File: src/rtl/pwm_reload_pkg.sv
package pwm_reload_pkg;
  localparam int PRS_DIV_W = 4;

  localparam logic [1:0] ADDR_CTRL = 2'd0;
  localparam logic [1:0] ADDR_MOD  = 2'd1;
  localparam logic [1:0] ADDR_DUTY = 2'd2;
  localparam logic [1:0] ADDR_LDOK = 2'd3;

  typedef struct packed {
    logic [PRS_DIV_W-1:0] freq;
    logic                 gsel;
    logic                 half;
    logic                 center;
  } prs_ctrl_t;

  localparam int CTRL_W = $bits(prs_ctrl_t);
endpackage

File: src/rtl/prs_regs.sv
module prs_regs
  import pwm_reload_pkg::*;
#(
  parameter int CNT_W   = 15,
  parameter int RST_MOD = 99
) (
  input  logic             clk,
  input  logic             rst,
  input  logic             wr_en,
  input  logic [1:0]       wr_addr,
  input  logic [CNT_W-1:0] wr_data,
  input  logic             ldok_clr,
  output prs_ctrl_t        ctrl_q,
  output logic [CNT_W-1:0] mod_buf,
  output logic [CNT_W-1:0] duty_buf,
  output logic             ldok_q
);
  always_ff @(posedge clk) begin
    if (rst) begin
      ctrl_q   <= '0;
      mod_buf  <= CNT_W'(RST_MOD);
      duty_buf <= '0;
    end else if (wr_en) begin
      case (wr_addr)
        ADDR_CTRL: ctrl_q   <= prs_ctrl_t'(wr_data[CTRL_W-1:0]);
        ADDR_MOD:  mod_buf  <= wr_data;
        ADDR_DUTY: duty_buf <= wr_data;
        default: ;
      endcase
    end
  end

  always_ff @(posedge clk) begin
    if (rst)                                ldok_q <= 1'b0;
    else if (wr_en && wr_addr == ADDR_LDOK) ldok_q <= wr_data[0];
    else if (ldok_clr)                      ldok_q <= 1'b0;
  end
endmodule

File: src/rtl/prs_timebase.sv
module prs_timebase #(
  parameter int CNT_W = 15
) (
  input  logic             clk,
  input  logic             rst,
  input  logic             center,
  input  logic             half,
  input  logic [CNT_W-1:0] mod_act,
  input  logic [CNT_W-1:0] mod_nxt,
  output logic [CNT_W-1:0] cnt_q,
  output logic [CNT_W-1:0] cnt_nxt,
  output logic             opp
);
  localparam logic [CNT_W-1:0] ONE = CNT_W'(1);

  logic dn_q, dn_nxt;
  logic at_top, opp_start, opp_half;

  assign at_top    = (cnt_q >= mod_act);
  assign opp_start = center ? (dn_q && cnt_q == '0) : at_top;
  assign opp_half  = center && half && !dn_q && at_top;
  assign opp       = opp_start || opp_half;

  always_comb begin
    cnt_nxt = cnt_q + ONE;
    dn_nxt  = 1'b0;
    if (!center) begin
      if (at_top) cnt_nxt = '0;
    end else if (!dn_q) begin
      if (at_top) begin
        cnt_nxt = mod_nxt - ONE;
        dn_nxt  = 1'b1;
      end
    end else if (cnt_q == '0) begin
      cnt_nxt = ONE;
    end else begin
      cnt_nxt = cnt_q - ONE;
      dn_nxt  = 1'b1;
    end
  end

  always_ff @(posedge clk) begin
    if (rst) begin
      cnt_q <= '0;
      dn_q  <= 1'b0;
    end else begin
      cnt_q <= cnt_nxt;
      dn_q  <= dn_nxt;
    end
  end
endmodule

File: src/rtl/prs_loader.sv
module prs_loader
  import pwm_reload_pkg::*;
#(
  parameter int CNT_W   = 15,
  parameter int RST_MOD = 99
) (
  input  logic                 clk,
  input  logic                 rst,
  input  logic                 opp,
  input  logic [PRS_DIV_W-1:0] freq,
  input  logic                 ldok_sel,
  input  logic [CNT_W-1:0]     mod_buf,
  input  logic [CNT_W-1:0]     duty_buf,
  output logic [CNT_W-1:0]     mod_act,
  output logic [CNT_W-1:0]     duty_act,
  output logic [CNT_W-1:0]     mod_nxt,
  output logic [CNT_W-1:0]     duty_nxt,
  output logic                 xfer,
  output logic                 reload_q
);
  logic [PRS_DIV_W-1:0] div_q;
  logic                 expire;

  assign expire   = opp && (div_q >= freq);
  assign xfer     = expire && ldok_sel;
  assign mod_nxt  = xfer ? mod_buf  : mod_act;
  assign duty_nxt = xfer ? duty_buf : duty_act;

  always_ff @(posedge clk) begin
    if (rst) begin
      div_q    <= '0;
      reload_q <= 1'b0;
      mod_act  <= CNT_W'(RST_MOD);
      duty_act <= '0;
    end else begin
      reload_q <= expire;
      mod_act  <= mod_nxt;
      duty_act <= duty_nxt;
      if (opp) div_q <= expire ? '0 : div_q + 1'b1;
    end
  end
endmodule

File: src/rtl/prs_compare.sv
module prs_compare #(
  parameter int CNT_W = 15
) (
  input  logic             clk,
  input  logic             rst,
  input  logic [CNT_W-1:0] cnt_nxt,
  input  logic [CNT_W-1:0] mod_nxt,
  input  logic [CNT_W-1:0] duty_nxt,
  output logic             pwm_q
);
  always_ff @(posedge clk) begin
    if (rst) pwm_q <= 1'b0;
    else     pwm_q <= (duty_nxt >= mod_nxt) || (cnt_nxt < duty_nxt);
  end
endmodule

File: src/rtl/pwm_reload_sched.sv
module pwm_reload_sched
  import pwm_reload_pkg::*;
#(
  parameter int CNT_W   = 15,
  parameter int RST_MOD = 99
) (
  input  logic             clk,
  input  logic             rst,
  input  logic             wr_en,
  input  logic [1:0]       wr_addr,
  input  logic [CNT_W-1:0] wr_data,
  input  logic             glob_ldok,
  output logic [CNT_W-1:0] count_o,
  output logic             reload_o,
  output logic             pwm_o
);
  prs_ctrl_t        ctrl_q;
  logic [CNT_W-1:0] mod_buf, duty_buf, mod_act, duty_act, mod_nxt, duty_nxt, cnt_nxt;
  logic             ldok_loc, ldok_sel, ldok_clr, opp, xfer, mode_ctr, gsel, ldok_wr;

  assign mode_ctr = ctrl_q.center;
  assign gsel     = ctrl_q.gsel;
  assign ldok_sel = gsel ? glob_ldok : ldok_loc;
  assign ldok_clr = xfer && !gsel;
  assign ldok_wr  = wr_en && (wr_addr == ADDR_LDOK);

  prs_regs #(.CNT_W(CNT_W), .RST_MOD(RST_MOD)) u_regs (
    .clk(clk), .rst(rst), .wr_en(wr_en), .wr_addr(wr_addr), .wr_data(wr_data),
    .ldok_clr(ldok_clr), .ctrl_q(ctrl_q), .mod_buf(mod_buf), .duty_buf(duty_buf),
    .ldok_q(ldok_loc)
  );

  prs_timebase #(.CNT_W(CNT_W)) u_tb (
    .clk(clk), .rst(rst), .center(ctrl_q.center), .half(ctrl_q.half),
    .mod_act(mod_act), .mod_nxt(mod_nxt), .cnt_q(count_o), .cnt_nxt(cnt_nxt), .opp(opp)
  );

  prs_loader #(.CNT_W(CNT_W), .RST_MOD(RST_MOD)) u_ld (
    .clk(clk), .rst(rst), .opp(opp), .freq(ctrl_q.freq), .ldok_sel(ldok_sel),
    .mod_buf(mod_buf), .duty_buf(duty_buf), .mod_act(mod_act), .duty_act(duty_act),
    .mod_nxt(mod_nxt), .duty_nxt(duty_nxt), .xfer(xfer), .reload_q(reload_o)
  );

  prs_compare #(.CNT_W(CNT_W)) u_cmp (
    .clk(clk), .rst(rst), .cnt_nxt(cnt_nxt), .mod_nxt(mod_nxt), .duty_nxt(duty_nxt),
    .pwm_q(pwm_o)
  );
endmodule

File: config.mk
export PLATFORM = sky130hd
export DESIGN_NAME = pwm_reload_sched
export DESIGN_NICKNAME = d
export VERILOG_FILES = /design/src/rtl/pwm_reload_pkg.sv /design/src/rtl/prs_regs.sv /design/src/rtl/prs_timebase.sv /design/src/rtl/prs_loader.sv /design/src/rtl/prs_compare.sv /design/src/rtl/pwm_reload_sched.sv
export SDC_FILE = /design/constraint.sdc
export NUM_CORES = 1
export LEC_CHECK = 0
export BUFFER_PORTS_ARGS = -buffer_cell sky130_fd_sc_hd__buf_2
export CAP_MARGIN = 10
export CORE_UTILIZATION = 30
export DETAILED_ROUTE_END_ITERATION = 12
export SYNTH_ARGS = -nofsm -noshare
export SYNTH_HDL_FRONTEND = slang
export SYNTH_SLANG_ARGS = --single-unit
export TNS_END_PERCENT = 10
File: constraint.sdc
create_clock -name clk -period 8.2 [get_ports clk]
set_input_delay 1.64 -clock clk [delete_from_list [all_inputs] [get_ports clk]]
set_output_delay 1.64 -clock clk [all_outputs]
set_load 0.02 [all_outputs]
==> results.sh <==
export IMPL_die_area_um2=19500
export IMPL_required_ps=8440
export IMPL_drc=0
export IMPL_cts_made_buffers=9
export IMPL_cts_tree="done"
export IMPL_num_nets_final=811
export IMPL_yosys_warnings=0
export IMPL_ir_worst_vdd_mv=0.153
export IMPL_rows=49
export IMPL_crit_chain="buf_2, mux2_2, nand3_1, a21oi_4, nor2_1, a21oi_1, ha_1, nand2_1, or3_1, nor3_1, xor2_1, mux2i_1, o221ai_1, ha_1, nand4_1, a211o_1, a21oi_1, nor4_1, a221o_1"
export IMPL_end_kind="flop"
export IMPL_ant_nets=0
export IMPL_die_y_um=140
export IMPL_period_needed_ps=5350
export IMPL_yosysUniqueCellTypes=54
export IMPL_synthTopCellsByArea="dfxtp_1, ha_1, nand2_1"
export IMPL_dr_pass1_iters=5
export IMPL_synth_top_cell_area_share=0.317
export IMPL_holdCritPathClass="flop to flop"
export IMPL_cp_max_fo=12
export IMPL_muxShareOfSynthArea=0.0715
export IMPL_place_hpwl_um=11700
export IMPL_synthSimpleGateAreaFrac=0.233
export IMPL_syn_area_um2=5690
export IMPL_place_congestion=0.826
export IMPL_routedWlPerCell_um=16.0
export IMPL_drv_slew=0
export IMPL_async_flop_share=0
export IMPL_syn_num_nets=792
export IMPL_synth_avg_cell_area_um2=7.90
export IMPL_crit_type="input pin to flop"
export IMPL_diodes=0
export IMPL_synth_top_family_by_area="simple AND/OR/NAND/NOR gates"
export IMPL_timing_clock_skew_ps=5.06
export IMPL_initial_utilization=0.311
export IMPL_portBuffers=37
export IMPL_antenna_found_initial=0
export IMPL_synth_compound_area_frac=0.171
export IMPL_synth_top_area_cell="dfxtp_1"
export IMPL_cts_resized=0
export IMPL_maxSlewHeadroom=0.218
export IMPL_grt_util_all_layers=0.164
export IMPL_clock_tree_buffer_depth=2
export IMPL_synth_main_ff_cell="dfxtp_1"
export IMPL_boundaryPins=38
export IMPL_grt_max_degree=80
export IMPL_die_x_um=140
export IMPL_power_density_nw_per_um2=154
export IMPL_worstMarginPinSlew_ps=1170
export IMPL_viasPerCell=5.26
export IMPL_start_kind="input pin"
export IMPL_insertion_delay_ps=350
export IMPL_grt_pass1_vias=4641
export IMPL_max_freq_mhz=187
export IMPL_clk_pin_slew_ps=60
export IMPL_grt_pass1_wl_um=25200
export IMPL_worstPathArrival_ps=5590
export IMPL_synth_common_cells="nand2_1, dfxtp_1, nor2_1, a21oi_1, ha_1"
export IMPL_post_cts_buffers=0
export IMPL_h_tree_depth=3
export IMPL_cts_hold_buf=0
export IMPL_ys_seq_elements=90
export IMPL_period_share=0.653
export IMPL_synthAdderAreaFrac=0.116
export IMPL_areaGrowthSynthToFinish_pct=11.5
export IMPL_outcome="completed"
export IMPL_grt_overflow_total=0
export IMPL_cts_root_buf="clkbuf_16"
export IMPL_seq_area_frac_synth=0.317
export IMPL_core_um2=18300
export IMPL_cp_slowest_cell="or3_1"
export IMPL_rsz0062_at_grt="false"
export IMPL_drive_above_1_share=0.0927
export IMPL_drt_iter0_markers=309
export IMPL_vias=5121
export IMPL_hold_ws_ps=460
export IMPL_leakagePower_uw=0.00261
export IMPL_synth_most_common_cell="nand2_1"
export IMPL_numClockSinks=90
export IMPL_synth_xor_area_share=0.0370
export IMPL_setup_viol=0
export IMPL_hold_viol=0
export IMPL_syn_inst=720
export IMPL_slowest_delay_ps=420
export IMPL_maxCapViolCount=0
export IMPL_synth_edf_count=0
export IMPL_tns_ps=0
export IMPL_routed_wl_um=15600
-- final cells by class --
type	instances	area [um^2]
fill	1933	11900
clock inverter	6	72.6
clock buffer	10	229
tap	229	287
multi-input combinational	554	3570
timing repair buffer	41	215
inverter	43	161
sequential	90	1800
-- path summary, 6_finish.rpt --
| path | end | slack [ps] | from | depth (start not counted) |
|---|---|---|---|---|
| setup reg to reg | u_cmp.pwm_q | 2960 | u_tb.cnt_q[0] | 22 |
| hold / removal | u_regs.duty_buf[10] | 460 | u_regs.duty_buf[10] | 2 |
| setup / recovery | u_cmp.pwm_q | 2850 | glob_ldok | 19 |
| hold reg to reg | u_regs.duty_buf[10] | 460 | u_regs.duty_buf[10] | 2 |
-- cell families after synthesis --
logic type	after synthesis
simple gates	285
xor+xnor	24
mux	40
flops	90
compound gates	152
fa+ha+maj	53
buf+inv	76
-- report_power, final --
group / switching, uW / internal [uW]
Sequential: 13.0 / 446
Combinational: 55.1 / 34.7
Clock: 185 / 240
-- critical path, delay by kind of cell --
family / cells / cell delay [ps]
mux: 2 / 370
simple gates: 7 / 1210
xor+xnor: 1 / 90
compound gates: 6 / 1550
fa+ha+maj: 2 / 640
buf+inv: 1 / 70
-- per-layer routing --
metal  vias up  part of all wire  GRT usage
met5         -                 0          0
met4         0             0.013     0.0445
met3        15             0.047     0.0255
met2       127              0.41      0.235
met1      2414              0.53      0.249
li1       2565                 -          -
-- per-stage QoR --
| step | setup slack [ps] | total power [uW] | utilization | cells | cell area, um^2 |
|---|---|---|---|---|---|
| after floorplan | 2760 | 528 | - | 720 | 5690 |
| after global placement | 2710 | 558 | 0.330 | 957 | 6040 |
| after detailed placement | 2560 | 558 | 0.330 | 957 | 6040 |
| after CTS | 2890 | 984 | 0.347 | 973 | 6340 |
| after global routing | 2520 | 1010 | 0.347 | 973 | 6340 |
| final | 2850 | 974 | 0.347 | 973 | 6340 |
-- state kept, by name, summed over array words and instances (netlist names) --
name	flops
u_cmp.pwm_q	1
u_ld.div_q	4
u_ld.duty_act	15
u_ld.mod_act	15
u_ld.reload_q	1
u_regs.ctrl_q	7
u_regs.duty_buf	15
u_regs.ldok_q	1
u_regs.mod_buf	15
u_tb.cnt_q	15
u_tb.dn_q	1
-- placed cells by master (no fill, tap or decap), types with 21 or more instances in the layout --
cell     netlist  routed
a21oi_1       61      61
buf_2          6      37
dfxtp_1       90      90
ha_1          51      51
inv_1         43      43
mux2i_1       35      35
nand2_1      107     107
nor2_1        75      75
o21ai_0       21      21
(Power assumes the default switching activity.)
